$ cat config.mk
export PLATFORM = sky130hd
export DESIGN_NAME = dma2_ctl
export DESIGN_NICKNAME = d
export VERILOG_FILES = /design/src/rtl/dma2_pkg.sv /design/src/rtl/dma2_chan.sv /design/src/rtl/dma2_seq.sv /design/src/rtl/dma2_ctl.sv
export SDC_FILE = /design/constraint.sdc
export NUM_CORES = 1
export LEC_CHECK = 0
export BUFFER_PORTS_ARGS = -buffer_cell sky130_fd_sc_hd__clkbuf_2
export CORE_MARGIN = 5
export CORE_UTILIZATION = 55
export CTS_CLUSTER_SIZE = 30
export DETAILED_ROUTE_END_ITERATION = 8
export HOLD_SLACK_MARGIN = 0.08
export MAX_ROUTING_LAYER = met4
export PLACE_DENSITY = 0.76
export REMOVE_ABC_BUFFERS = 1
export SLEW_MARGIN = 20
export SYNTH_ARGS = -nofsm -noshare
export SYNTH_HDL_FRONTEND = slang
export SYNTH_SLANG_ARGS = --single-unit
$ cat constraint.sdc
create_clock -name clk -period 2.6 [get_ports clk]
set_clock_uncertainty 0.1 [all_clocks]
set_input_delay 0.78 -clock clk [delete_from_list [all_inputs] [get_ports clk]]
set_output_delay 0.78 -clock clk [all_outputs]
set_load 0.01 [all_outputs]
$ cat src/rtl/dma2_pkg.sv
package dma2_pkg;
  localparam int NCH = 2;
  localparam int IDXW = 2;

  localparam logic [IDXW-1:0] RI_CTRL = 2'd0;
  localparam logic [IDXW-1:0] RI_CNT  = 2'd1;
  localparam logic [IDXW-1:0] RI_RAM  = 2'd2;
  localparam logic [IDXW-1:0] RI_PER  = 2'd3;

  localparam int CB_EN  = 7;
  localparam int CB_DIR = 2;
  localparam int CB_HLD = 1;
  localparam int CB_GO  = 0;

  typedef enum logic [1:0] {SQ_IDLE, SQ_REQ, SQ_RD, SQ_WR} sq_state_t;
endpackage

$ cat src/rtl/dma2_chan.sv
module dma2_chan
  import dma2_pkg::*;
#(
  parameter int CNT_W = 10,
  parameter int RAM_W = 16,
  parameter int PER_W = 8,
  parameter int CFG_W = 16
) (
  input  logic             clk,
  input  logic             rst,
  input  logic             wr_en,
  input  logic [IDXW-1:0]  wr_idx,
  input  logic [CFG_W-1:0] wr_data,
  input  logic             trig,
  input  logic             busy,
  input  logic             done,
  input  logic             take,
  output logic             ready,
  output logic             dir,
  output logic [RAM_W-1:0] ram_a,
  output logic [PER_W-1:0] per_a,
  output logic [7:0]       ctrl_rd,
  output logic [CNT_W-1:0] cnt_rd,
  output logic             irq,
  output logic             stopping
);
  logic en, go, hld, pend, trig_q;
  logic [CNT_W-1:0] cnt;
  logic trig_edge;

  assign trig_edge = trig & ~trig_q;
  assign ready     = pend & en & go & ~hld & ~stopping & (cnt != '0);
  assign ctrl_rd   = {en, 4'b0000, dir, hld, go};
  assign cnt_rd    = cnt;

  always_ff @(posedge clk) begin
    if (rst) begin
      en <= 1'b0; go <= 1'b0; hld <= 1'b0; dir <= 1'b0;
      pend <= 1'b0; trig_q <= 1'b0; stopping <= 1'b0; irq <= 1'b0;
      cnt <= '0; ram_a <= '0; per_a <= '0;
    end else begin
      trig_q <= trig;
      irq    <= 1'b0;
      if (trig_edge && en && go && !hld && !stopping) pend <= 1'b1;
      else if (take) pend <= 1'b0;
      if (done) begin
        cnt   <= cnt - 1'b1;
        ram_a <= ram_a + 1'b1;
        if (cnt == CNT_W'(1)) begin
          go <= 1'b0; stopping <= 1'b0; pend <= 1'b0; irq <= 1'b1;
        end
      end
      if (stopping && (!busy || done)) begin
        go <= 1'b0; stopping <= 1'b0; pend <= 1'b0;
      end
      if (wr_en) begin
        case (wr_idx)
          RI_CTRL: begin
            en  <= wr_data[CB_EN];
            hld <= wr_data[CB_HLD];
            dir <= wr_data[CB_DIR];
            if (!wr_data[CB_EN]) begin
              go <= 1'b0; stopping <= 1'b0; pend <= 1'b0;
            end else if (wr_data[CB_GO]) begin
              if (!go) go <= 1'b1;
            end else if (go && !stopping) begin
              stopping <= 1'b1;
            end
          end
          RI_CNT:  cnt   <= wr_data[CNT_W-1:0];
          RI_RAM:  ram_a <= wr_data[RAM_W-1:0];
          default: per_a <= wr_data[PER_W-1:0];
        endcase
      end
    end
  end
endmodule

$ cat src/rtl/dma2_seq.sv
module dma2_seq
  import dma2_pkg::*;
#(
  parameter int CH    = 2,
  parameter int RAM_W = 16,
  parameter int PER_W = 8,
  parameter int DW    = 8,
  parameter logic [RAM_W-PER_W-1:0] PER_PAGE = '1
) (
  input  logic                       clk,
  input  logic                       rst,
  input  logic [CH-1:0]              ready,
  input  logic [CH-1:0]              dir,
  input  logic [CH-1:0][RAM_W-1:0]   ram_a,
  input  logic [CH-1:0][PER_W-1:0]   per_a,
  output logic [CH-1:0]              take,
  output logic [CH-1:0]              busy,
  output logic [CH-1:0]              done,
  output logic                       bus_req,
  input  logic                       bus_gnt,
  output logic                       bus_en,
  output logic                       bus_we,
  output logic [RAM_W-1:0]           bus_addr,
  output logic [DW-1:0]              bus_wdata,
  input  logic [DW-1:0]              bus_rdata
);
  localparam int IW = (CH > 1) ? $clog2(CH) : 1;

  sq_state_t st_q;
  logic [IW-1:0] own_q, pick;
  logic any;
  logic [RAM_W-1:0] per_full, src, dst;

  always_comb begin
    any  = 1'b0;
    pick = '0;
    for (int i = CH - 1; i >= 0; i--) begin
      if (ready[i]) begin
        any  = 1'b1;
        pick = IW'(i);
      end
    end
  end

  assign per_full = {PER_PAGE, per_a[own_q]};
  assign src = dir[own_q] ? ram_a[own_q] : per_full;
  assign dst = dir[own_q] ? per_full : ram_a[own_q];

  for (genvar g = 0; g < CH; g++) begin : g_flags
    assign take[g] = (st_q == SQ_REQ) && (own_q == IW'(g)) && ready[g] && bus_gnt;
    assign busy[g] = ((st_q == SQ_RD) || (st_q == SQ_WR)) && (own_q == IW'(g));
    assign done[g] = (st_q == SQ_WR) && (own_q == IW'(g));
  end

  always_ff @(posedge clk) begin
    if (rst) begin
      st_q <= SQ_IDLE; own_q <= '0;
      bus_req <= 1'b0; bus_en <= 1'b0; bus_we <= 1'b0;
      bus_addr <= '0; bus_wdata <= '0;
    end else begin
      case (st_q)
        SQ_IDLE: if (any) begin
          st_q <= SQ_REQ; own_q <= pick; bus_req <= 1'b1;
        end
        SQ_REQ: begin
          if (!ready[own_q]) begin
            st_q <= SQ_IDLE; bus_req <= 1'b0;
          end else if (bus_gnt) begin
            st_q <= SQ_RD; bus_req <= 1'b0;
            bus_en <= 1'b1; bus_we <= 1'b0; bus_addr <= src;
          end
        end
        SQ_RD: begin
          st_q <= SQ_WR; bus_we <= 1'b1;
          bus_addr <= dst; bus_wdata <= bus_rdata;
        end
        default: begin
          st_q <= SQ_IDLE; bus_en <= 1'b0; bus_we <= 1'b0;
        end
      endcase
    end
  end
endmodule

$ cat src/rtl/dma2_ctl.sv
module dma2_ctl
  import dma2_pkg::*;
#(
  parameter int CNT_W = 10,
  parameter int RAM_W = 16,
  parameter int PER_W = 8,
  parameter int DW    = 8,
  parameter int CFG_W = 16,
  localparam int CSW  = $clog2(NCH),
  localparam int AW   = CSW + IDXW
) (
  input  logic             clk,
  input  logic             rst,
  input  logic             cfg_we,
  input  logic [AW-1:0]    cfg_addr,
  input  logic [CFG_W-1:0] cfg_wdata,
  output logic [CFG_W-1:0] cfg_rdata,
  input  logic [NCH-1:0]   dma_trig,
  output logic [NCH-1:0]   dma_irq,
  output logic             bus_req,
  input  logic             bus_gnt,
  output logic             bus_en,
  output logic             bus_we,
  output logic [RAM_W-1:0] bus_addr,
  output logic [DW-1:0]    bus_wdata,
  input  logic [DW-1:0]    bus_rdata
);
  logic [NCH-1:0] ready, dir, take, busy, done, stop_pend;
  logic [NCH-1:0][RAM_W-1:0] ram_a;
  logic [NCH-1:0][PER_W-1:0] per_a;
  logic [NCH-1:0][7:0] ctrl_rd;
  logic [NCH-1:0][CNT_W-1:0] cnt_rd;
  logic [CSW-1:0] csel;
  logic [IDXW-1:0] ridx;

  assign csel = cfg_addr[AW-1:IDXW];
  assign ridx = cfg_addr[IDXW-1:0];

  for (genvar g = 0; g < NCH; g++) begin : g_ch
    dma2_chan #(.CNT_W(CNT_W), .RAM_W(RAM_W), .PER_W(PER_W), .CFG_W(CFG_W)) u_chan (
      .clk(clk), .rst(rst),
      .wr_en(cfg_we && (csel == CSW'(g))), .wr_idx(ridx), .wr_data(cfg_wdata),
      .trig(dma_trig[g]), .busy(busy[g]), .done(done[g]), .take(take[g]),
      .ready(ready[g]), .dir(dir[g]), .ram_a(ram_a[g]), .per_a(per_a[g]),
      .ctrl_rd(ctrl_rd[g]), .cnt_rd(cnt_rd[g]), .irq(dma_irq[g]),
      .stopping(stop_pend[g])
    );
  end

  dma2_seq #(.CH(NCH), .RAM_W(RAM_W), .PER_W(PER_W), .DW(DW)) u_seq (
    .clk(clk), .rst(rst), .ready(ready), .dir(dir), .ram_a(ram_a), .per_a(per_a),
    .take(take), .busy(busy), .done(done),
    .bus_req(bus_req), .bus_gnt(bus_gnt), .bus_en(bus_en), .bus_we(bus_we),
    .bus_addr(bus_addr), .bus_wdata(bus_wdata), .bus_rdata(bus_rdata)
  );

  always_ff @(posedge clk) begin
    if (rst) cfg_rdata <= '0;
    else begin
      case (ridx)
        RI_CTRL: cfg_rdata <= CFG_W'(ctrl_rd[csel]);
        RI_CNT:  cfg_rdata <= CFG_W'(cnt_rd[csel]);
        RI_RAM:  cfg_rdata <= CFG_W'(ram_a[csel]);
        default: cfg_rdata <= CFG_W'(per_a[csel]);
      endcase
    end
  end
endmodule

[After elaboration in Yosys (flattened, before gate mapping)]
Index checks and enable logic that the tools add are counted.
Storage, ports and cells
  output and inout port bits: 45
  word-level logic and storage cells: 225
  flip-flop bits (word level): 130
  input bits: 33
Cells by class
  add/subtract/negate cells: 4
  eq/ne operators: 11
  muxes and demuxes: 100
  reductions and logical operators: 53
  bitwise operators: 25
  order comparisons: 2
Operators by type and width (number)
  $mux 16: 14
  $mux 10: 8
  $mux 1: 63
  $mux 8: 6
  $pmux 16 s3: 1
  $add 16x1->16 const B: 2
  $pmux 16 s2: 1
  $logic_and 1x1->1: 24
  $eq 10x1->1 const B: 2
  $reduce_bool 10->1: 2
  $sub 10x1->10 const B: 2
  $not 1->1: 13
  $and 1x1->1: 12
  $reduce_and 2->1: 6
  $reduce_and 3->1: 4
  $eq 2x2->1 const B: 3
  $logic_not 1->1: 6
  $mux 2: 3
  $pmux 2 s3: 1
  $reduce_or 2->1: 3
  $eq 2x1->1 const B: 2
  $logic_not 2->1: 2
  $lt 1x2->1 const B: 2
  $ne 2x2->1 const B: 2
  7 further kinds: 11

[Longest topological paths before layout]
  depth in word-level cells: 15
  gate-level depth with buffers: 8
  gate-level depth less buffers: 7

[Cells and area by module]
From an unflattened synthesis, not the netlist that was laid out.
Unflattened totals
  cells, all modules: 704
  area, all modules: 6757.7 µm²
Modules (own cells, without submodules)
  dma2_chan at g_ch[1].u_chan: seq. area each 840.8 µm², area an instance 2082.0 µm², cells an instance 230, instances 1
  dma2_chan at g_ch[0].u_chan: seq. area each 840.8 µm², area an instance 2075.7 µm², cells an instance 230, instances 1
  dma2_seq: seq. area each 600.6 µm², area an instance 1545.2 µm², cells an instance 163, instances 1
  dma2_ctl: seq. area each 320.3 µm², area an instance 1054.8 µm², cells an instance 81, instances 1

[Worst setup path before layout]
No wires, ideal clock.
  path kind: in2reg
  start point: input cfg_addr[2]
  end point: register cfg_rdata[10]
  stages on the path: 5
  buffers on the path: 3
  arrival: 1.889 ns
  setup time: 0.120 ns
  setup slack: 0.491 ns
  required time: 2.380 ns
  path through: buf_2 > buf_2 > buf_1 > mux2i_1 > nor2_1
Between the ends
  longest elaborated chain between the ends: 3
Ends and longest elaborated chain
  start: declaration: RTL line dma2_ctl.sv:15  | input logic [AW-1:0] cfg_addr,
  $mux 16 (implied by the code) (2 in a row): RTL line dma2_ctl.sv:63  | RI_RAM: cfg_rdata <= CFG_W'(ram_a[csel]);
  $pmux 16 s3: RTL line dma2_ctl.sv:60  | case (ridx)
  end signal: assignment: RTL line dma2_ctl.sv:61  | RI_CTRL: cfg_rdata <= CFG_W'(ctrl_rd[csel]);
  end signal: assignment: RTL line dma2_ctl.sv:63
  end signal: assignment: RTL line dma2_ctl.sv:64  | default: cfg_rdata <= CFG_W'(per_a[csel]);
  end: declaration: RTL line dma2_ctl.sv:17  | output logic [CFG_W-1:0] cfg_rdata,
Every way passes these cells. The select of a mux whose other input is x is not followed.
A chain may end at the register's enable or synchronous reset.

[Worst setup path after layout]
  start point: register g_ch[0].u_chan.cnt[1]
  end point: register u_seq.bus_addr[13]
Between the ends
  longest elaborated chain between the ends: 6
Ends and longest elaborated chain
  start: declaration: RTL line dma2_chan.sv:28  | logic [CNT_W-1:0] cnt;
  start signal: assignment: RTL line dma2_chan.sv:47  | cnt <= cnt - 1'b1;
  start signal: assignment: RTL line dma2_chan.sv:70  | RI_CNT: cnt <= wr_data[CNT_W-1:0];
  $reduce_bool 10->1: RTL line dma2_chan.sv:32  | assign ready = pend & en & go & ~hld & ~stopping & (cnt != '0);
  $and 1x1->1: RTL line dma2_chan.sv:32
  $mux 1 (implied by the code) (2 in a row): RTL line dma2_seq.sv:66  | if (!ready[own_q]) begin
  $ne 2x2->1 (no source line)
  $reduce_and 3->1 (no source line)
  end signal: assignment: RTL line dma2_seq.sv:75  | bus_addr <= dst; bus_wdata <= bus_rdata;
  end: declaration: RTL line dma2_seq.sv:23  | output logic [RAM_W-1:0] bus_addr,
Every way passes these cells. The select of a mux whose other input is x is not followed.

==> qor.yml <==
status:
  status: "complete, no violations"
cts:
  clock-root-buffer: "clkbuf_16"
  clk_pin_slew_worst_paths_ns: 0.05
  cts.sinks: 130
  cts_tree: "built"
  clk_latency_ns: 0.42
  ctsLongestPathBuffers: 2
  cts_hold_buf: 0
  htree_num_levels: 4
  post-cts-setup-buffers: 0
  cts_buffers: 17
  cts_resized: 0
final_layout:
  drive_gt1_share_pct: 21.1
  stdcell_area_mm2: 0.00789
  nets: 868
  num_antenna_cells: 0
  utilization_pct: 65.9
  synthToLayoutAreaGrowth_pct: 17.8
critical_path:
  r2r-start: "g_ch[0].u_chan.cnt_rd[1]$_SDFF_PP0_"
  crit_type: "reg2reg"
  rr_worst_depth: 7
  worstReg2RegEnd: "u_seq.bus_addr[13]$_SDFFE_PP0P_"
  startpoint_type: "flop"
  reg2reg_slack_ns: 0.15
  arrival_ns: 2.63
  worst-path-max-fanout: 8
  setup.worst_path.end_class: "flop"
  worstPathRequired_ns: 2.78
grt:
  grt-ovfl-total: 0
  first_global_vias: 5822
  grt_pass1_wl_um: 30200
  grt_max_degree: 49
  antenna_found_initial: 0
  grtUsageTotal_pct: 27.1
timing:
  drv_slew: 0
  slew-limit-headroom_pct: 55.8
  hold_violations: 0
  rsz0062_at_grt: "no"
  fin_crit_sh_pct: 94.1
  worst_pin_slew_ns: 0.663
  fin_crit_ns: 2.45
  setup_ws_ns: 0.154
  fmax_mhz: 409
  tns_ns: 0
  finalSetupViolCount: 0
yosys:
  synth-seq-cells: 130
  synth-edff-count: 0
  ys_seq_area_share_pct: 38.9
  synth-simple-area-share_pct: 22.6
  yosys_warnings: 0
  synth_top_flop_cell: "dfxtp_1"
  synth-adder-area-share_pct: 1.12
  synth_top_area_cell: "dfxtp_1"
  muxShareOfSynthArea_pct: 10.9
  synth_top_area_share_pct: 38.9
  ys_types: 63
  synth.area.top_cells: "dfxtp_1 39%, nor2_1 6.2%, mux2i_1 5.4%, nand2_1 5.2%, a211oi_1 5.0%"
  synth_top_family_by_area: "simple AND/OR/NAND/NOR gates"
  syn-cell-area_mm2: 0.00670
  syn_avg_cell_area_um2: 8.89
  async_flop_share_pct: 0
  synthXorXnorAreaFrac_pct: 6.02
  synth_compound_area_share_pct: 15.6
  synth_most_common_cell: "dfxtp_1"
  syn_inst: 753
  yosys-top-cells-count: "130 x dfxtp_1, 111 x nor2_1, 93 x nand2_1, 46 x a21oi_1, 45 x a211oi_1"
pwr:
  power_mw: 4.87
  leakagePower_nw: 2.95
  power_density_mw_per_mm2: 617
  peakVddDrop_uv: 381
placed_design:
  hpwl_um: 13000
  dpl_cell_area_mm2: 0.00727
  dp_slack_ns: 0.233
  gp_congestion: 0.902
  portBuffers: 77
drt:
  vias_per_cell: 6.06
  routed_wirelength_um: 18400
  via_count: 5994
  wl_per_cell_um: 18.6
  postRouteAntennaNets: 0
  dr.pass1.iters: 5
  drc: 0
  drt_iter0_drc: 546
worst_hold_path:
  hold_depth: 2
  hold_class: "reg2reg"
  hold_end: "u_seq.bus_addr[7]$_SDFFE_PP0P_"
  hp-start: "u_seq.bus_addr[7]$_SDFFE_PP0P_"
job:
  max-cap-violations: 0
die:
  core_area_mm2: 0.0120
  fp.dieArea_mm2: 0.0145
  ios: 78
  start_util_pct: 56.0
  die_h_um: 120
  core.rowCount: 40
  dieWidth_um: 120
==> stage by stage <==
step / hold WS [ns] / cells
3_3_place_gp: 0.340 / 957
4_1_cts: 0.356 / 989
5_1_grt: 0.377 / 989
2_1_floorplan: 0.339 / 702
6_report: 0.355 / 989
3_5_place_dp: 0.346 / 957
==> cell type report <==
cell class / instances / area (um2)
Fill cell: 1007 / 4080
Multi-Input combinational cell: 551 / 3770
Sequential cell: 130 / 2600
Timing Repair Buffer: 108 / 633
Clock buffer: 23 / 488
Tap cell: 147 / 184
Clock inverter: 9 / 128
Inverter: 21 / 78.8
==> sequential cells by signal (all words and copies together), names as in the netlist <==
name / flops
g_ch.u_chan.pend: 2
g_ch.u_chan.stopping: 2
cfg_rdata: 16
u_seq.bus_addr: 16
u_seq.bus_en: 1
g_ch.u_chan.ram_a: 32
u_seq.bus_wdata: 8
g_ch.u_chan.hld: 2
u_seq.own_q: 1
u_seq.st_q: 2
g_ch.u_chan.per_a: 16
g_ch.u_chan.en: 2
g_ch.u_chan.cnt_rd: 20
u_seq.bus_req: 1
g_ch.u_chan.go: 2
g_ch.u_chan.trig_q: 2
u_seq.bus_we: 1
g_ch.u_chan.irq: 2
g_ch.u_chan.dir: 2
==> critical path, cell delays in order, from the launching register on <==
cell      delay [ns]
dfxtp_1         0.39
inv_1           0.09
ha_1            0.24
nor3b_1         0.18
a311oi_4        0.54
a22oi_2         0.21
o21ai_2         0.39
a221oi_1        0.16
==> worst max path at each step <==
stage	startpoint	end	slack, ns	cells past startpoint
3_5_place_dp	cfg_addr[2]	g_ch[0].u_chan.hld$_SDFFE_PP0P_	0.23	6
2_1_floorplan	u_seq.st_q[1]$_SDFFE_PP0P_	u_seq.bus_addr[0]$_SDFFE_PP0P_	-0.12	5
6_report	g_ch[0].u_chan.cnt_rd[1]$_SDFF_PP0_	u_seq.bus_addr[13]$_SDFFE_PP0P_	0.15	7
5_1_grt	g_ch[0].u_chan.cnt_rd[1]$_SDFF_PP0_	u_seq.bus_addr[13]$_SDFFE_PP0P_	0.03	7
3_3_place_gp	cfg_addr[2]	g_ch[0].u_chan.stopping$_SDFF_PP0_	0.27	6
4_1_cts	g_ch[0].u_chan.cnt_rd[1]$_SDFF_PP0_	u_seq.bus_addr[13]$_SDFFE_PP0P_	0.20	7
==> power by group <==
group	leakage, nW	internal (mW)	switching [mW]	total (mW)
Clock	0.295	1.60	0.856	2.46
Sequential	1.05	2.04	0.0586	2.10
Combinational	1.60	0.128	0.184	0.313
==> cells by family after synthesis <==
kind of cell / after synthesis
flip-flops: 130
buffers and inverters: 72
adder cells (fa/ha/maj): 6
XOR/XNOR: 43
multiplexers: 58
AO/OA/AOI/OAI: 143
AND/OR/NAND/NOR: 301
==> cells in the final DEF (no fill, tap or decap), drive strengths merged, types with 7 or more instances in the layout <==
cell type  instances
a221oi            11
nor4               8
nor3               8
dfxtp            130
a211o              8
mux2              11
nand4             11
a311oi            10
clkbuf            99
or3                8
a21oi             46
a211oi            45
xor2              27
mux4              11
inv               21
nor2b              7
o21ai              9
mux2i             36
nor2             111
nand3             18
buf               32
xnor2             16
nand2             93
==> layer usage <==
| metal | part of all wire [%] | global-route usage (%) | vias up |
|---|---|---|---|
| met1 | 43 | 34.3 | 2861 |
| met3 | 7.2 | 5.89 | 50 |
| li1 | - | - | 2835 |
| met4 | 3.3 | 12.9 | 0 |
| met5 | 0 | - | - |
| met2 | 47 | 41.7 | 248 |
Note: power is estimated with default switching activity, not from simulation.
